--- config.mk ---
export PLATFORM = sky130hd
export DESIGN_NAME = mdio_mgmt_master
export DESIGN_NICKNAME = d
export VERILOG_FILES = /design/src/rtl/mdio_mgmt_master.sv
export SDC_FILE = /design/constraint.sdc
export NUM_CORES = 1
export LEC_CHECK = 0
export ABC_AREA = 1
export CAP_MARGIN = 20
export CORE_AREA = 2 2 133 135
export DETAILED_ROUTE_END_ITERATION = 10
export DIE_AREA = 0 0 135 137
export SYNTH_ARGS = -nofsm -noshare
export SYNTH_HDL_FRONTEND = slang
export SYNTH_SLANG_ARGS = --single-unit
export TNS_END_PERCENT = 1
--- constraint.sdc ---
create_clock -name clk -period 4.4 [get_ports clk]
set_clock_uncertainty 0.05 [all_clocks]
set_input_delay 0.88 -clock clk [delete_from_list [all_inputs] [get_ports clk]]
set_output_delay 0.88 -clock clk [all_outputs]
set_load 0.01 [all_outputs]
--- src/rtl/mdio_mgmt_master.sv ---
module mdio_mgmt_master #(
  parameter int DIV_MIN = 5,
  parameter int DIV_RST = 5
) (
  input  logic        clk,
  input  logic        rst_n,
  input  logic [5:0]  reg_word,
  input  logic        reg_wr,
  input  logic [15:0] reg_wdata,
  output logic [15:0] reg_rdata,
  output logic        mdc,
  output logic        mdio_o,
  output logic        mdio_oe,
  input  logic        mdio_i
);
  localparam int DIV_W = 9;
  localparam int CNT_W = DIV_W + 1;
  localparam int REM_W = 7;

  logic             busy_q, rd_q, err_q, pre_off_q, c45_q, mdc_q;
  logic [DIV_W-1:0] div_q;
  logic [4:0]       port_q, dev_q;
  logic [15:0]      data_q, addr_q;
  logic [CNT_W-1:0] cnt_q;
  logic [REM_W-1:0] rem_q;
  logic [63:0]      sh_q;

  logic wr_st, wr_ctl, wr_dat, wr_adr, go;
  assign wr_st  = reg_wr && !busy_q && reg_word == 6'd12;
  assign wr_ctl = reg_wr && !busy_q && reg_word == 6'd13;
  assign wr_dat = reg_wr && !busy_q && reg_word == 6'd14;
  assign wr_adr = reg_wr && !busy_q && reg_word == 6'd15;
  assign go     = wr_dat || (wr_adr && c45_q) || (wr_ctl && reg_wdata[15]);

  logic [1:0]  st_code, rd_op;
  logic [31:0] frm;
  assign st_code = c45_q ? 2'b00 : 2'b01;
  assign rd_op   = c45_q ? 2'b11 : 2'b10;
  always_comb begin
    if (wr_ctl)
      frm = {st_code, rd_op, reg_wdata[9:5], reg_wdata[4:0], 2'b11, 16'hFFFF};
    else if (wr_adr)
      frm = {2'b00, 2'b00, port_q, dev_q, 2'b10, reg_wdata};
    else
      frm = {st_code, 2'b01, port_q, dev_q, 2'b10, reg_wdata};
  end

  logic at_rise, at_wrap;
  assign at_rise = cnt_q == {1'b0, div_q};
  assign at_wrap = cnt_q == {div_q, 1'b0};

  always_ff @(posedge clk or negedge rst_n) begin
    if (!rst_n) begin
      busy_q <= 1'b0; rd_q <= 1'b0; err_q <= 1'b0; pre_off_q <= 1'b0; c45_q <= 1'b0;
      mdc_q <= 1'b0; div_q <= DIV_W'(DIV_RST); port_q <= '0; dev_q <= '0;
      data_q <= '0; addr_q <= '0; cnt_q <= '0; rem_q <= '0; sh_q <= '0;
    end else begin
      mdc_q <= busy_q && cnt_q >= {1'b0, div_q} && !at_wrap;
      if (busy_q) begin
        if (at_wrap) begin
          cnt_q <= '0;
          sh_q  <= {sh_q[62:0], 1'b1};
          rem_q <= rem_q - 1'b1;
          if (rem_q == 7'd1) busy_q <= 1'b0;
        end else begin
          cnt_q <= cnt_q + 1'b1;
        end
        if (at_rise && rd_q) begin
          if (rem_q == 7'd17) err_q <= mdio_i;
          if (rem_q <= 7'd16) data_q <= {data_q[14:0], mdio_i};
        end
      end else begin
        if (wr_st) begin
          pre_off_q <= reg_wdata[5];
          c45_q     <= reg_wdata[6];
          div_q     <= (reg_wdata[15:7] < DIV_W'(DIV_MIN)) ? DIV_W'(DIV_MIN) : reg_wdata[15:7];
        end
        if (wr_ctl) begin
          dev_q  <= reg_wdata[4:0];
          port_q <= reg_wdata[9:5];
        end
        if (wr_dat) data_q <= reg_wdata;
        if (wr_adr) addr_q <= reg_wdata;
        if (go) begin
          busy_q <= 1'b1;
          rd_q   <= wr_ctl;
          err_q  <= 1'b0;
          cnt_q  <= '0;
          rem_q  <= pre_off_q ? 7'd32 : 7'd64;
          sh_q   <= pre_off_q ? {frm, 32'h0} : {32'hFFFF_FFFF, frm};
        end
      end
    end
  end

  assign mdc     = mdc_q;
  assign mdio_oe = busy_q && !(rd_q && rem_q <= 7'd18);
  assign mdio_o  = mdio_oe ? sh_q[63] : 1'b1;

  always_comb begin
    case (reg_word)
      6'd12:   reg_rdata = {div_q, c45_q, pre_off_q, 3'b000, err_q, busy_q};
      6'd13:   reg_rdata = {6'b0, port_q, dev_q};
      6'd14:   reg_rdata = data_q;
      6'd15:   reg_rdata = addr_q;
      default: reg_rdata = '0;
    endcase
  end

  a_r8_idle_low: assert property (@(posedge clk) disable iff (!rst_n)
    !busy_q |-> !mdc);
  a_r8_change_low: assert property (@(posedge clk) disable iff (!rst_n)
    mdc && $past(mdc) |-> $stable(mdio_o));
  a_r8_cnt_range: assert property (@(posedge clk) disable iff (!rst_n)
    cnt_q <= {div_q, 1'b0});
  a_r7_rem_range: assert property (@(posedge clk) disable iff (!rst_n)
    busy_q |-> (rem_q != 0 && rem_q <= 7'd64));
  a_r10_cfg_hold: assert property (@(posedge clk) disable iff (!rst_n)
    busy_q && $past(busy_q) |-> $stable({div_q, c45_q, pre_off_q, port_q, dev_q, addr_q}));
  a_r9_err_read: assert property (@(posedge clk) disable iff (!rst_n)
    $rose(err_q) |-> rd_q);
  a_r11_div_min: assert property (@(posedge clk) disable iff (!rst_n)
    div_q >= DIV_W'(DIV_MIN));
endmodule

Yosys cells after proc, flatten, opt, wreduce, memory -nomap -nowiden:

Index checks and enable logic that the tools add are counted.

* register bits: 138

* add/subtract/negate cells: 2
* order comparisons: 4
* eq/ne operators: 12
* mux-type cells: 30
* bitwise gates (word level): 1
* reductions and logical operators: 26

Operator list (number)
* $mux W64: 4
* $mux W16: 4
* $pmux W16 S4: 1
* $mux W32: 1
* $mux W31: 1
* $mux W10: 3
* $mux W7: 4
* $eq A6 B4 Y1 const B: 4
* $le A7 B5 Y1 const B: 2
* $logic_and A1 B1 Y1: 12
* $mux W1: 11
* $add A10 B1 Y10 const B: 1
* $eq A10 B10 Y1: 1
* $eq A10 B9 Y1: 1
* $ge A10 B9 Y1: 1
* $reduce_and A2 Y1: 5
* $lt A9 B3 Y1 const B: 1
* $mux W9: 1
* $ne A2 B1 Y1 const B: 4
* $eq A7 B1 Y1 const B: 1
* $eq A7 B5 Y1 const B: 1
* $sub A7 B1 Y7 const B: 1
* $reduce_and A3 Y1: 2
* $reduce_bool A2 Y1: 2
* 3 further kinds: 6

Logic depth before layout (Yosys ltp):

Gate-level depths: netlist of run 1.

* depth in word-level cells: 8
* mapped depth: 12
* depth with buffers taken out: 10

Worst setup path after synthesis of run 1:

No wires, ideal clock.

* path type: input to output
* start point: input reg_word[5]
* end point: output reg_rdata[6]
* arrival: 1.864 ns
* required time: 3.470 ns
* slack: 1.606 ns
* cell stages on the path: 6
* path through: nor2_4 nand2_4 nor2_2 clkbuf_1 nand2_1 o2111ai_1

* cells in the longest elaborated chain, start to end: 2
* elaborated cells on any way between the ends: 5

Ends and longest elaborated chain
* start: declaration: line 7 `input logic [5:0] reg_word,`
* $eq A6 B4 Y1: line 101 `case (reg_word)`
* $pmux W16 S4 (*): line 101
* end: declaration: line 10 `output logic [15:0] reg_rdata,`

Mark *: on every way between the ends. The rest lies on a longest branch, timed or not.

Worst setup path after layout of run 1:

* start point: input reg_word[2]
* end point: output reg_rdata[7]

The elaborated chain is that of the path after synthesis.

==> results by group, run 1 <==
Synth
  – Number of synthesized flops with an enable pin: 0
  – Netlist cell types: 38
  – Dominant cell by count in the synthesized netlist: nand2_1
  – Commonest cells in the netlist: nand2_1 (385), dfrtp_1 (136), nand3_1 (117)
  – Syn Inst Count: 1018
  – Post-Syn Area: 0.00754 sq mm
  – Top-area cell type share of the netlist area: 0.452
  – Part of the Yosys area used for sequential elements: 0.459
  – Mean Syn Cell Area: 7.40 sq um
  – Synth async-reset ratio: 1.00
  – Yosys reg bits: 138
  – Syn_nets: 1056
  – Primary FF master, synth: dfrtp_1
  – Synth warn: 0
  – Top post-synthesis cells by area: dfrtp_1 (45%), nand2_1 (19%), nand3_1 (7.8%)
  – Area leader, netlist: dfrtp_1

Timing
  – RSZ-0062 raised after global routing: false
  – Measured slew at the worst slew-check pin: 0.965 ns
  – Hold Violations, Final: 0
  – Post-route minimum period: 3.88 ns
  – Fin Setup TNS: 0 ns
  – Pins Over Slew Limit: 0
  – FMAX: 258 MHz
  – Max_slew headroom: 0.357
  – Final setup fails: 0
  – Fin crit share: 0.882

Floorplan
  – Core area: 0.0171 sq mm
  – Rows: 48
  – Die Footprint: 0.0185 sq mm
  – Boundary pin count: 45
  – Die height: 137 microns
  – Initial Util: 0.442
  – Die width: 135 microns

Layout
  – N_diodes: 0
  – FILL cells: 1716
  – Fin nets: 1076
  – Synthesis-to-finish area growth: 14.9%
  – Fin util: 0.508
  – Layout cells sized above 1: 0.0593

Status
  – Status: finished, final reports clean

Worst setup path
  – Critical Path Start Type: primary input
  – Crit. path cell count: 9
  – CP Max Fanout: 12
  – Crit path buf inv count: 4
  – Crit path largest cell delay: 0.57 ns
  – CP max stage cell: clkdlybuf4s50_1
  – Reg2Reg Depth: 8
  – Arr. time, crit path: 2.95 ns
  – Worst path cell trace: clkdlybuf4s50_1 -> nand2_1 -> inv_1 -> nand2_4 -> nor2_2 -> buf_4 -> nand2_1 -> o2111ai_1 -> clkdlybuf4s50_1
  – Worst path required time: 3.47 ns
  – CP top delay family: buffers and inverters
  – Crit path kind: primary input to primary output
  – Setup crit end kind: primary output

Power
  – Pleak: 0.00428 uW
  – Pwr/cell area: 531 mW/mm^2
  – Peak supply drop: 0.345 mV

Detailed routing
  – Routed wire length: 21.2 mm
  – Routed length per placed instance: 16.7 microns
  – DRC Markers: 0
  – Via count: 6726
  – Detailed Route Iter0 Violations: 712
  – Final antenna-violating net count: 0
  – Vias per cell: 5.30
  – Detailed Routing Iterations Pass 1: 5

Hold path
  – Hold Path Depth: 2
  – Hold crit path type: flip-flop to flip-flop

GRT
  – Antenna violations before repair: 0
  – Largest net degree at the start of global routing: 101
  – GRT Util Overall: 0.242
  – Number of global-route vias before repair: 6180
  – Grt total ovfl: 0
  – Global-route wire length before repair: 34.5 mm

Clocking
  – CTS Root Cell: clkbuf_16
  – CTS tree: built
  – Cts-stage hold buffer count: 0
  – Total CTS buffers: 17
  – Clk sink count: 138
  – Post-CTS sizing: 0
  – H-tree lvl count: 4
  – CTS clock-pin slew for the worst setup and hold paths: 0.06 ns
  – Clk buf depth: 2
  – Post-CTS Setup Inserts: 0
  – Worst-Skew Late Latency: 0.42 ns

Placed design
  – Final RePlAce weighted congestion: 0.854
  – PortBufs: 44
  – Post-DP HPWL: 14.0 mm

Flow run
  – MaxCap Viol Count: 0
[power breakdown]
part	leakage [uW]	internal [uW]	switching, uW	total (uW)
Combinational	0.00238	529	765	1290
Clock	0.000250	785	512	1300
Sequential	0.00165	1670	338	2010
[metrics by stage]
step / setup slack, ns / total power, uW / cells / hold slack, ns / cell area, sq um
floorplan: 1.61 / 2900 / 1018 / 0.400 / 7540
global placement: 0.538 / 3280 / 1243 / 0.414 / 8130
detailed placement: 0.513 / 3300 / 1243 / 0.418 / 8130
CTS: 0.506 / 4610 / 1269 / 0.431 / 8640
global route: 0.347 / 4930 / 1270 / 0.443 / 8660
finish: 0.521 / 4600 / 1270 / 0.431 / 8660
[layout by cell type, fill, tap and decap left out, types with 12 or more instances in the layout]
cell type,Yosys,layout
nand2_1,385,384
dfrtp_1,136,135
nand3_1,117,116
o21ai_0,68,68
inv_1,61,61
a21oi_1,47,47
clkdlybuf4s50_1,0,43
nor2_1,41,40
nand4_1,17,17
clkbuf_16,0,17
o211ai_1,13,13
ha_1,12,12
buf_4,5,12
[path summary, 6_finish.rpt]
kind | start | end | slack [ns]
setup reg to reg | busy_q | sh_q[47] | 1.87
min in group asynchronous | rst_n | rem_q[1] | 0.55
max in group asynchronous | rst_n | data_q[5] | 2.99
hold / removal | sh_q[30] | sh_q[31] | 0.43
hold reg to reg | sh_q[30] | sh_q[31] | 0.43
setup / recovery | reg_word[2] | reg_rdata[7] | 0.52
[cells by family (layout without fill, tap and decap cells)]
kind of cell,after synthesis,count (layout),share of synthesized area
adders and majority gates,12,12,0.0199
DFF,138,138,0.459
xor gates and xnor gates,11,11,0.0128
AOI/OAI and AO/OA,145,145,0.107
and+or+nand+nor,589,589,0.334
buffers and inverters,123,150,0.0682
[final cells by class]
| class | instances | area [sq um] | area share |
|---|---|---|---|
| flip-flops and latches | 138 | 3460 | 0.400 |
| well taps | 225 | 282 | 0.0325 |
| clock inverters | 4 | 47.5 | 0.00549 |
| multi-input cells | 757 | 3580 | 0.413 |
| clock buffers | 22 | 464 | 0.0536 |
| inverters | 65 | 244 | 0.0282 |
| repair buffers | 59 | 587 | 0.0678 |
[worst min-delay path, cell delays in order, from the launching register on]
cell     delay (ns)
dfrtp_1        0.34
nand2_1        0.05
nand2_1        0.05
[routing by layer]
layer / vias up / GRT usage / routed length (microns)
met4: 0 / 0.0700 / 284
met5: - / 0 / 0
met2: 166 / 0.353 / 9460
li1: 3346 / - / -
met3: 17 / 0.0363 / 944
met1: 3197 / 0.370 / 10600
[state kept, by name (all words and copies together), names as in the netlist]
signal and flops:
dev_q 5, data_q 16, cnt_q 10, port_q 5, rd_q 1, c45_q 1, sh_q 64, mdc 1
div_q 9, rem_q 7, busy_q 1, addr_q 16, err_q 1, pre_off_q 1
Power figures use the tool's default switching activity.
==> run 2: changes to the inputs <==
--- a/config.mk
+++ b/config.mk
@@ -8,7 +8,8 @@
 export ABC_AREA = 1
 export CAP_MARGIN = 20
-export CORE_AREA = 2 2 133 135
+export CORE_AREA = 2 2 139 141
+export CTS_BUF_LIST = sky130_fd_sc_hd__clkbuf_16
 export DETAILED_ROUTE_END_ITERATION = 10
-export DIE_AREA = 0 0 135 137
+export DIE_AREA = 0 0 141 143
 export SYNTH_ARGS = -nofsm -noshare
 export SYNTH_HDL_FRONTEND = slang
==> constraint.sdc (replaced) <==
create_clock -name clk -period 4.4 [get_ports clk]
set_clock_uncertainty 0.05 [all_clocks]
set_input_delay 0.66 -clock clk [delete_from_list [all_inputs] [get_ports clk]]
set_output_delay 0.66 -clock clk [all_outputs]
set_load 0.01 [all_outputs]
==> run 2 against run 1 <==
  * Hold slack worse by 0.17 ns
  * Final area is 0.45% higher
  * Clock-buffer cell count down 5
  * Highest routed layer unchanged
  * Cell count increased by 1.0%
  * Clock power increased by 8%
  * Critical path type unchanged
==> results by group, run 2 (same netlist as run 1, synthesis figures left out) <==
Worst setup path
  – CP Max Fanout: 8 (-4)
  – Crit path kind: primary input to primary output
  – Critical Path Source: reg_word[5]
  – Reg2Reg Depth: 7 (-1)
  – Setup crit end kind: primary output
  – Register-to-register setup slack: 1.72 ns (-0.15 ns)
  – Critical Path Start Type: primary input
  – RR Endpoint: cnt_q[9]
  – Worst path required time: 3.69 ns (+0.22 ns)
  – Arr. time, crit path: 2.76 ns (-0.19 ns)
  – FF-to-FF Start: busy_q

GRT
  – Met2 global-route usage: 0.329 (-0.0237)
  – M3 GR Usage: 0.0433 (+0.00696)
  – Largest net degree at the start of global routing: 93 (-7.9%)
  – Antenna violations before repair: 0 (unchanged)
  – Grt total ovfl: 0 (unchanged)
  – GRT Util Overall: 0.222 (-0.0194)
  – Number of global-route vias before repair: 6346 (+2.7%)
  – GRT busiest layer: met1
  – Met1 GRT Util: 0.329 (-0.0408)
  – Global-route wire length before repair: 34.8 mm (+0.78%)

Clocking
  – CTS clock-pin slew for the worst setup and hold paths: 0.05 ns (about the same)
  – H-tree lvl count: 4 (unchanged)
  – Post-CTS sizing: 0 (unchanged)
  – Clk buf depth: 2 (unchanged)
  – Worst-Skew Late Latency: 0.43 ns (about the same)
  – Post-CTS Setup Inserts: 0 (unchanged)
  – Cts-stage hold buffer count: 0 (unchanged)
  – CTS tree: built
  – CTS Root Cell: clkbuf_16
  – Total CTS buffers: 17 (unchanged)
  – Clk sink count: 138 (unchanged)

Floorplan
  – Die height: 143 microns (+4.4%)
  – Boundary pin count: 45 (unchanged)
  – Die Footprint: 0.0202 sq mm (+9.0%)
  – Die width: 141 microns (+4.4%)
  – Core area: 0.0186 sq mm (+8.9%)
  – Rows: 50 (+4.2%)
  – Initial Util: 0.406 (-0.0362)

Status
  – Status: finished, final reports clean

Timing
  – Max_slew headroom: 0.388 (+0.0314)
  – Measured slew at the worst slew-check pin: 0.918 ns (-0.0471 ns)
  – Pins Over Slew Limit: 0 (unchanged)
  – Post-route minimum period: 3.47 ns (-0.408 ns)
  – FMAX: 288 MHz (+12%)
  – Fin crit share: 0.789 (-0.0927)
  – RSZ-0062 raised after global routing: false
  – Final setup fails: 0 (unchanged)
  – Fin Setup TNS: 0 ns (unchanged)
  – Hold Violations, Final: 0 (unchanged)
  – Final setup margin: 0.929 ns (+0.408 ns)

Layout
  – Synthesis-to-finish area growth: 15.4%
  – Most flops, register: sh_q
  – Fin nets: 1074 (-0.19%)
  – Layout cells sized above 1: 0.0572 (-0.00213)
  – Most common cell after layout, fill and taps aside: nand2_1
  – Most frequent cells in the layout: nand2_1 (384), dfrtp_1 (135), nand3_1 (116)
  – Largest register FFs: 64 (unchanged)
  – Largest registers: sh_q (64), addr_q (16), data_q (16)
  – FILL cells: 1876 (+9.3%)
  – N_diodes: 0 (unchanged)

Detailed routing
  – Detailed Routing Iterations Pass 1: 7 (+2)
  – Routed wire length: 21.6 mm (+1.7%)
  – Final antenna-violating net count: 0 (unchanged)
  – Vias per cell: 5.28 (-0.28%)
  – Detailed Route Iter0 Violations: 582 (-18%)
  – DRC Markers: 0 (unchanged)
  – Routed length per placed instance: 16.8 microns (+0.69%)
  – Via count: 6776 (+0.74%)

Power
  – Peak supply drop: 0.288 mV (-17%)
  – Pwr/cell area: 541 mW/mm^2 (+1.9%)
  – Pleak: 0.00430 uW (+0.40%)

Placed design
  – Final RePlAce weighted congestion: 0.872 (+2.1%)
  – PortBufs: 44 (unchanged)
  – Post-DP HPWL: 14.3 mm (+2.0%)
  – Setup WS pre-CTS: 0.947 ns (+0.434 ns)

Hold path
  – Hold crit path type: primary input to asynchronous set/reset pin

Flow run
  – MaxCap Viol Count: 0 (unchanged)
run 2: cell count changes in the layout (fill, tap and decap cells not counted):
cell       change
clkbuf_1       -3
buf_12         -1
clkbuf_8       -2
clkinv_1       +6
buf_4          -1
bufinv_16      +2
inv_1          +3
run 2: report_power, final:
group | switching [uW] | internal [uW] | total [uW]
Sequential | 345 | 1670 | 2020
Combinational | 760 | 528 | 1290
Clock | 537 | 869 | 1410
run 2: area by class of cell:
cell class / instances / area [sq um] / area share
Multi-Input combinational cell: 757 / 3580 / 0.411
Sequential cell: 138 / 3460 / 0.398
Timing Repair Buffer: 57 / 559 / 0.0643
Clock buffer: 17 / 425 / 0.0489
Tap cell: 234 / 293 / 0.0337
Inverter: 65 / 244 / 0.0280
Clock inverter: 15 / 141 / 0.0163
run 2: worst max path at each step:
stage	slack (ns)	cells after the start	endpoint
3_5_place_dp	0.95	9	reg_rdata[1]
6_report	0.93	9	reg_rdata[1]
4_1_cts	0.94	9	reg_rdata[1]
2_1_floorplan	2.05	6	reg_rdata[6]
3_3_place_gp	0.95	9	reg_rdata[1]
5_1_grt	0.81	9	reg_rdata[1]
run 2: critical path, stage by stage:
cell             delay, ns
clkdlybuf4s50_1       0.44
nor2_4                0.24
nand2_4               0.11
inv_1                 0.07
nand2_1               0.16
inv_1                 0.27
nand2_1               0.08
o2111ai_1             0.12
clkdlybuf4s50_1       0.60
run 2: through the flow:
step	total power [uW]	hold WS, ns	cell area [sq um]	std cells	util
global placement	3280	0.417	8120	1250	0.437
finish	4710	0.260	8700	1283	0.468
floorplan	2900	0.314	7540	1018	-
global route	5040	0.329	8700	1283	0.468
detailed placement	3310	0.419	8120	1250	0.437
CTS	4720	0.311	8680	1282	0.467
run 2: metal layers:
layer	vias to the layer above	share of wire
met2	184	0.43
met5	-	0
met3	28	0.054
met4	0	0.017
li1	3353	-
met1	3211	0.50
